$ cat src/rtl/sacc_pkg.sv
package sacc_pkg;
  // Strobes from sequencing control to the arithmetic datapath.
  typedef struct packed {
    logic load;  // capture the extended, shifted operand
    logic step;  // perform one add this cycle
  } saccStrobe_t;
endpackage

$ cat src/rtl/sacc_ctrl.sv
module sacc_ctrl
  import sacc_pkg::*;
#(
  parameter int RPT_W = 4
) (
  input  logic             clk,
  input  logic             rst,
  input  logic             start,
  input  logic [RPT_W-1:0] repeatCnt,
  output saccStrobe_t      strobes,
  output logic             busy,
  output logic             done
);
  logic [RPT_W-1:0] remaining;

  always_comb begin
    strobes.load = start & ~busy;
    strobes.step = busy;
  end

  always_ff @(posedge clk) begin
    if (rst) begin
      busy      <= 1'b0;
      done      <= 1'b0;
      remaining <= '0;
    end else begin
      done <= 1'b0;
      if (strobes.load) begin
        busy      <= 1'b1;
        remaining <= repeatCnt;
      end else if (busy) begin
        if (remaining == '0) begin
          busy <= 1'b0;
          done <= 1'b1;
        end else begin
          remaining <= remaining - RPT_W'(1);
        end
      end
    end
  end

  // done lasts one cycle and never overlaps busy
  assert_done_pulse_R9: assert property (@(posedge clk) disable iff (rst)
    done |=> !done);
  assert_done_not_busy_R9: assert property (@(posedge clk) disable iff (rst)
    !(done && busy));
  // a start while busy does not reload the repeat counter
  assert_start_ignored_R9: assert property (@(posedge clk) disable iff (rst)
    (busy && remaining != '0) |=> (remaining == $past(remaining) - RPT_W'(1)));
endmodule

$ cat src/rtl/sacc_datapath.sv
module sacc_datapath
  import sacc_pkg::*;
#(
  parameter int ACC_W = 32,
  parameter int OP_W  = 16,
  parameter int SH_W  = 5,
  parameter int OVC_W = 6
) (
  input  logic             clk,
  input  logic             rst,
  input  saccStrobe_t      strobes,
  input  logic [OP_W-1:0]  operand,
  input  logic [SH_W-1:0]  shiftAmt,
  input  logic             signExt,
  input  logic             satMode,
  input  logic             ovcClear,
  output logic [ACC_W-1:0] acc,
  output logic             flagZ,
  output logic             flagN,
  output logic             flagC,
  output logic             flagV,
  output logic [OVC_W-1:0] ovCount
);
  localparam int EXT_W = ACC_W - OP_W;
  localparam logic [SH_W-1:0] MAX_SH = SH_W'(OP_W);
  localparam logic [ACC_W-1:0] SAT_POS = {1'b0, {(ACC_W-1){1'b1}}};
  localparam logic [ACC_W-1:0] SAT_NEG = {1'b1, {(ACC_W-1){1'b0}}};

  logic [ACC_W-1:0] opReg;
  logic             satReg;
  logic             fullShReg;

  logic [SH_W-1:0]  effSh;
  logic [ACC_W-1:0] extOp;
  logic [ACC_W:0]   sum;
  logic [ACC_W-1:0] rawRes;
  logic [ACC_W-1:0] nextAcc;
  logic             posOv;
  logic             negOv;

  always_comb begin
    effSh   = (shiftAmt > MAX_SH) ? MAX_SH : shiftAmt;
    extOp   = {{EXT_W{signExt & operand[OP_W-1]}}, operand};
    sum     = {1'b0, acc} + {1'b0, opReg};
    rawRes  = sum[ACC_W-1:0];
    posOv   = ~acc[ACC_W-1] & ~opReg[ACC_W-1] &  rawRes[ACC_W-1];
    negOv   =  acc[ACC_W-1] &  opReg[ACC_W-1] & ~rawRes[ACC_W-1];
    nextAcc = rawRes;
    if (satReg && posOv) nextAcc = SAT_POS;
    if (satReg && negOv) nextAcc = SAT_NEG;
  end

  // Operand capture at the start of a run
  always_ff @(posedge clk) begin
    if (rst) begin
      opReg     <= '0;
      satReg    <= 1'b0;
      fullShReg <= 1'b0;
    end else if (strobes.load) begin
      opReg     <= extOp << effSh;
      satReg    <= satMode;
      fullShReg <= (effSh == MAX_SH);
    end
  end

  // Accumulator and flags
  always_ff @(posedge clk) begin
    if (rst) begin
      acc   <= '0;
      flagZ <= 1'b0;
      flagN <= 1'b0;
      flagC <= 1'b0;
      flagV <= 1'b0;
    end else if (strobes.step) begin
      acc   <= nextAcc;
      flagZ <= (nextAcc == '0);
      flagN <= nextAcc[ACC_W-1];
      flagC <= fullShReg ? (flagC | sum[ACC_W]) : sum[ACC_W];
      flagV <= flagV | posOv | negOv;
    end
  end

  // Overflow counter
  always_ff @(posedge clk) begin
    if (rst || ovcClear) begin
      ovCount <= '0;
    end else if (strobes.step && !satReg) begin
      if (posOv)      ovCount <= ovCount + OVC_W'(1);
      else if (negOv) ovCount <= ovCount - OVC_W'(1);
    end
  end

  // the overflow flag is sticky
  assert_v_sticky_R5: assert property (@(posedge clk) disable iff (rst)
    flagV |=> flagV);
  // a full-width shift never clears carry
  assert_c_setonly_R4: assert property (@(posedge clk) disable iff (rst)
    (strobes.step && fullShReg && flagC) |=> flagC);
  // the counter is frozen while saturating
  assert_ovc_frozen_R7: assert property (@(posedge clk) disable iff (rst)
    (strobes.step && satReg && !ovcClear) |=> $stable(ovCount));
  // a saturated result is one of the two limits
  assert_sat_limit_R6: assert property (@(posedge clk) disable iff (rst)
    (strobes.step && satReg && (posOv || negOv)) |=>
      (acc == SAT_POS || acc == SAT_NEG));
  // the accumulator only moves on an add step
  assert_acc_idle_R8: assert property (@(posedge clk) disable iff (rst)
    !strobes.step |=> $stable(acc));
endmodule

$ cat src/rtl/shift_acc_adder.sv
module shift_acc_adder
  import sacc_pkg::*;
#(
  parameter int ACC_W = 32,
  parameter int OP_W  = 16,
  parameter int SH_W  = 5,
  parameter int RPT_W = 4,
  parameter int OVC_W = 6
) (
  input  logic             clk,
  input  logic             rst,
  input  logic             start,
  input  logic [OP_W-1:0]  operand,
  input  logic [SH_W-1:0]  shiftAmt,
  input  logic             signExt,
  input  logic             satMode,
  input  logic [RPT_W-1:0] repeatCnt,
  input  logic             ovcClear,
  output logic             busy,
  output logic             done,
  output logic [ACC_W-1:0] acc,
  output logic             flagZ,
  output logic             flagN,
  output logic             flagC,
  output logic             flagV,
  output logic [OVC_W-1:0] ovCount
);
  saccStrobe_t strobes;

  sacc_ctrl #(.RPT_W(RPT_W)) u_ctrl (
    .clk(clk), .rst(rst), .start(start), .repeatCnt(repeatCnt),
    .strobes(strobes), .busy(busy), .done(done)
  );

  sacc_datapath #(.ACC_W(ACC_W), .OP_W(OP_W), .SH_W(SH_W), .OVC_W(OVC_W)) u_dp (
    .clk(clk), .rst(rst), .strobes(strobes), .operand(operand),
    .shiftAmt(shiftAmt), .signExt(signExt), .satMode(satMode),
    .ovcClear(ovcClear), .acc(acc), .flagZ(flagZ), .flagN(flagN),
    .flagC(flagC), .flagV(flagV), .ovCount(ovCount)
  );
endmodule

$ cat config.mk
export PLATFORM = sky130hd
export DESIGN_NAME = shift_acc_adder
export DESIGN_NICKNAME = d
export VERILOG_FILES = /design/src/rtl/sacc_pkg.sv /design/src/rtl/sacc_ctrl.sv /design/src/rtl/sacc_datapath.sv /design/src/rtl/shift_acc_adder.sv
export SDC_FILE = /design/constraint.sdc
export NUM_CORES = 1
export LEC_CHECK = 0
export BUFFER_PORTS_ARGS = -buffer_cell sky130_fd_sc_hd__buf_2
export CAP_MARGIN = 0
export CORE_MARGIN = 2
export CORE_UTILIZATION = 35
export CTS_CLUSTER_DIAMETER = 120
export CTS_CLUSTER_SIZE = 10
export DETAILED_ROUTE_END_ITERATION = 8
export PLACE_DENSITY = 0.61
export SLEW_MARGIN = 20
export SYNTH_ARGS = -nofsm -noshare
export SYNTH_HDL_FRONTEND = slang
export SYNTH_HIERARCHICAL = 1
export SYNTH_SLANG_ARGS = --single-unit
$ cat constraint.sdc
create_clock -name clk -period 3 [get_ports clk]
set_input_delay 0.15 -clock clk [delete_from_list [all_inputs] [get_ports clk]]
set_output_delay 0.15 -clock clk [all_outputs]
set_load 0.02 [all_outputs]
Yosys cells after proc, flatten, opt, wreduce, memory -nomap -nowiden
Index checks and enable logic that the tools add are counted.
{"block": "word_totals", "register_bits": 82, "word_cells": 58, "input_bits": 31, "output_inout_bits": 44}
{"block": "op_classes", "add_sub_neg": 4, "n_reduce_logical": 12, "eq_ne": 2, "n_shift": 1, "mux": 13, "n_bitwise": 13, "n_lt_le_gt_ge": 1}
{"op": "$mux 32", "n": 2}
{"op": "$add 32x32->33", "n": 1}
{"op": "$logic_not 32->1", "n": 1}
{"op": "$shl 32x5->32", "n": 1}
{"op": "$mux 4", "n": 3}
{"op": "$mux 6", "n": 2}
{"op": "$add 6x1->6 const B", "n": 1}
{"op": "$and 1x1->1", "n": 6}
{"op": "$sub 6x1->6 const B", "n": 1}
{"op": "$eq 5x5->1 const B", "n": 1}
{"op": "$gt 5x5->1 const B", "n": 1}
{"op": "$mux 1", "n": 5}
{"op": "$mux 5", "n": 1}
{"op": "$logic_not 4->1", "n": 1}
{"op": "$not 1->1", "n": 4}
{"op": "$reduce_and 2->1", "n": 2}
{"op": "$reduce_bool 2->1", "n": 2}
{"op": "$sub 4x1->4 const B", "n": 1}
{"op": "$logic_and 1x1->1", "n": 3}
{"op": "$or 1x1->1", "n": 3}
{"op": "$reduce_or 3->1", "n": 1}
{"op": "$ne 2x2->1 const B", "n": 1}
{"op": "$logic_not 1->1", "n": 1}
{"op": "$logic_or 1x1->1", "n": 1}

Longest topological paths before layout
{"block": "depth", "word_depth": 7, "depth_mapped": 17}

Hierarchy
Netlist, hierarchy kept.
{"module": "sacc_datapath", "n_inst": 1, "cells_per_inst": 748, "area_per_inst_um2": 5770.5}
{"module": "sacc_ctrl", "n_inst": 1, "cells_per_inst": 37, "area_per_inst_um2": 332.8}

Worst setup path after synthesis
OpenSTA, ideal clock, no wires.
{"block": "synth_timing", "kind": "flip-flop to flip-flop", "from": "reg u_dp.acc[16]", "to": "reg u_dp.ovCount[4]", "setup_ns": 0.086, "slack_ns": -0.430, "t_required_ns": 2.914, "arrival_ns": 3.344, "period_less_slack_ns": 3.430, "stages_incl_launch_ff": 16, "n_path_buf": 2, "path_cell_list": "dfxtp_1 ha_1 buf_2 a21oi_1 o221ai_1 a221oi_2 o211ai_1 or3_1 and3_1 buf_2 xnor2_1 ha_1 or3_1 a21oi_1 o21ai_0 a211oi_1"}
{"block": "synth_via", "elab_chain_len": 5}
{"item": "start, declared", "line": "sacc_datapath.sv:17", "source": "output logic [ACC_W-1:0] acc,"}
{"item": "start signal, assigned", "line": "sacc_datapath.sv:75", "source": "acc <= nextAcc;"}
{"item": "$add 32x32->33 (*)", "line": "sacc_datapath.sv:44", "source": "sum = {1'b0, acc} + {1'b0, opReg};"}
{"item": "$not 1->1", "line": "sacc_datapath.sv:47", "source": "negOv = acc[ACC_W-1] & opReg[ACC_W-1] & ~rawRes[ACC_W-1];"}
{"item": "$and 1x1->1", "line": "sacc_datapath.sv:47"}
{"item": "$reduce_bool 2->1 (no source line)"}
{"item": "$reduce_and 2->1 (no source line)"}
{"item": "end signal, assigned", "line": "sacc_datapath.sv:88", "source": "if (posOv) ovCount <= ovCount + OVC_W'(1);"}
{"item": "end signal, assigned", "line": "sacc_datapath.sv:89", "source": "else if (negOv) ovCount <= ovCount - OVC_W'(1);"}
{"item": "end, declared", "line": "sacc_datapath.sv:22", "source": "output logic [OVC_W-1:0] ovCount"}
Every way passes the cells marked *; elsewhere a longest branch is shown, timed or not.
A chain may end at the register's enable or synchronous reset.

Worst setup path after layout
{"block": "layout_timing", "from": "reg u_dp.acc[4]", "to": "reg u_dp.flagZ"}
{"block": "layout_via", "elab_chain_len": 6}
{"item": "$add 32x32->33 (*)", "line": "sacc_datapath.sv:44"}
{"item": "$and 1x1->1 or $not 1->1 (tied branches)", "line": "sacc_datapath.sv:46, sacc_datapath.sv:47"}
{"item": "$logic_and 1x1->1 or $and 1x1->1 (tied branches)", "line": "sacc_datapath.sv:49, sacc_datapath.sv:47"}
{"item": "$mux 32 or $logic_and 1x1->1 (tied branches)", "line": "sacc_datapath.sv:49, sacc_datapath.sv:50"}
{"item": "$mux 32 (*)", "line": "sacc_datapath.sv:50", "source": "if (satReg && negOv) nextAcc = SAT_NEG;"}
{"item": "$logic_not 32->1 (*)", "line": "sacc_datapath.sv:76", "source": "flagZ <= (nextAcc == '0);"}
{"item": "end signal, assigned", "line": "sacc_datapath.sv:76"}
{"item": "end, declared", "line": "sacc_datapath.sv:18", "source": "output logic flagZ,"}
Marked as above.

==> results_dict.tcl <==
set metrics [dict create \
    grt_pass1_wl_um 32700 \
    cts_root_buf "clkbuf_16" \
    worst_slew_pin_slew_ns 0.810 \
    power.total_uw 3430 \
    cp_max_fo 3 \
    cts_tree "built" \
    met3_length_um 1230 \
    arrival_ns 3.67 \
    drive_above_1_share_pct 36.4 \
    core_um2 17200 \
    required_ns 3.30 \
    yosys_register_bits 81 \
    setup.worst_path.class "flip-flop to flip-flop" \
    synth-seq-area-share_pct 26.6 \
    overflow 0 \
    synth_edf_count 0 \
    relSlewSlack_pct 45.6 \
    initial_core_util_pct 35.5 \
    ios 75 \
    dieWidth_um 136 \
    rows 48 \
    placed_cells 1202 \
    cp-end-kind "flip-flop" \
    cts_buffers 9 \
    fin_skew_ns 0.00866 \
    setup_viol 8 \
    yosys_most_used_dff "dfxtp_1" \
    instances_no_fill 1228 \
    wirelength_um 21100 \
    vias 6658 \
    drv_cap 0 \
    power_leakage_uw 0.00373 \
    cts_buffer_depth 2 \
    synthTopCellsByArea "dfxtp_1 27%, mux2i_1 8.4%, a21oi_1 7.5%" \
    wl_met1_um 9510 \
    synth_most_common_cell "a21oi_1" \
    postCtsHoldBufs 0 \
    synth_top_area_share_pct 26.6 \
    max_freq_ghz 0.297 \
    layout_setup_ws_ns -0.368 \
    die_h_um 136 \
    synth_area_per_cell_um2 7.77 \
    min_period_over_period_pct 112 \
    viasPerCell 5.42 \
    yosys.area.top_type "dfxtp_1" \
    syn-num-nets 853 \
    grt_max_degree 41 \
    rsz0062_at_grt "yes" \
    grt_usage_pct 22.6 \
    yosys-top-cells-count "92 x a21oi_1, 84 x nor2_1, 81 x dfxtp_1" \
    holdPathStages 3 \
    grt_antenna_before_repair 2 \
    top_layer "met4" \
    firstDrtPassIters 5 \
    die-area_um2 18500 \
    dp_hpwl_um 16300 \
    n_fill_cell 1713 \
    hold_path.class "input pin to flip-flop" \
    route.met2.wl_um 9840 \
    crit_path_start_kind "flip-flop" \
    io_buffers 74 \
    final_antenna_net_count 0 \
    clock_latency_ns 0.35 \
    cellPowerDensity_nw_per_um2 392 \
    finalHoldViolations 0 \
    clk_pin_slew_ns 0.07 \
    violations "setup timing" \
    drv_slew 0 \
    remaining_drc_errors 0 \
    outcome "finished with violations" \
    rr_worst_depth 11 \
    areaGrowthSynthToFinish_pct 43.4 \
    wl_per_cell_um 17.2 \
    htreeDepth 3 \
    netlist_area_um2 6100 \
    synthDistinctLibCells 74 \
    ir_drop_mv 0.299 \
    cts.sinks 81 \
    period_needed_ns 3.37 \
    netlist_instances 785 \
    yosysWarnings 6 \
    gp_congestion 0.939 \
    drt_iter0_markers 547 \
    nNetsFinal 1064 \
    first_global_vias 6285 \
    async_reset_ff_share_pct 0 \
]
[cells by family after synthesis]
family	synth area share [%]
compound gates	28.2
simple gates	20.2
flops	26.6
buf+inv	4.35
mux	8.55
fa+ha+maj	7.71
xor+xnor	4.45
[registers in the layout, summed over array words and instances, names as in the netlist, 4 cells and up]
signal            cells
u_dp/acc             32
u_dp/opReg           32
u_dp/ovCount          6
u_ctrl/remaining      4
[through the flow]
step	hold WS (ns)	setup slack, ns	instance area [µm²]	setup TNS, ns	util, %
after global routing	0.0844	-0.450	8750	-2.47	50.9
final	0.0725	-0.368	8750	-0.998	51.0
after detailed placement	0.422	-0.392	8100	-1.63	47.1
after floorplan	0.219	-0.173	6410	-0.303	-
after CTS	0.0573	-0.305	8500	-0.555	49.5
after global placement	0.419	-0.393	8100	-1.24	47.1
[critical path: stages (launching register included)]
cell	delay, ns
dfxtp_2	0.34
ha_4	0.27
o211a_1	0.20
a211oi_2	0.10
or4_4	0.60
a21oi_4	0.21
a31oi_4	0.12
xnor2_2	0.16
or4_1	0.51
or4_4	0.51
nor4_4	0.14
a31o_1	0.16
[area by class of cell]
type | instances | area [µm²] | share of cell area [%]
well taps | 225 | 282 | 3.22
multi-input cells | 639 | 4710 | 53.8
diodes | 2 | 5.00 | 0.0572
clock buffers | 10 | 229 | 2.62
flip-flops and latches | 81 | 1670 | 19.1
clock inverters | 6 | 66.3 | 0.758
repair buffers | 247 | 1720 | 19.6
inverters | 18 | 76.3 | 0.872
[layer usage]
metal	vias to the layer above	global-route usage, %
li1	3322	-
met1	3113	29.3
met2	189	38.1
met3	34	3.21
met4	0	8.45
met5	-	0
[placed cells by master, fill, tap and decap left out, types with 17 or more instances in the layout]
| cell | n |
|---|---|
| nor2_1 | 82 |
| a211oi_1 | 27 |
| buf_2 | 74 |
| a21oi_1 | 87 |
| nand2_1 | 72 |
| dfxtp_1 | 55 |
| ha_1 | 18 |
| mux2i_1 | 51 |
| buf_4 | 162 |
| o211ai_1 | 22 |
| dfxtp_2 | 20 |
| ha_4 | 17 |
| o21ai_0 | 36 |
[worst paths after layout]
check / slack (ns) / startpoint / end
worst max-delay path: -0.37 / u_dp/acc[4]$_SDFFE_PP0P_ / u_dp/flagZ$_SDFFE_PP0P_
worst min-delay path: 0.07 / repeatCnt[0] / u_ctrl/remaining[0]$_SDFFE_PP0P_
worst max register to register: -0.37 / u_dp/acc[4]$_SDFFE_PP0P_ / u_dp/flagZ$_SDFFE_PP0P_
worst min register to register: 0.47 / u_dp/flagV$_SDFFE_PP0P_ / u_dp/flagV$_SDFFE_PP0P_
[repair_timing]
| item | in CTS | in global routing |
|---|---|---|
| setup endpoints to repair | 19 | 25 |
| gates resized for setup | 20 | 45 |
| buffers inserted | 4 | 5 |
| pin swaps | 16 | 22 |
[where the power goes]
group	total, µW	leakage (µW)	switching [µW]	internal [µW]
combinational	1110	0.00292	608	498
sequential	1200	0.000673	64.7	1140
clock	1120	0.000137	472	648
total	3430	0.00373	1140	2280
Power figures use the tool's default switching activity.
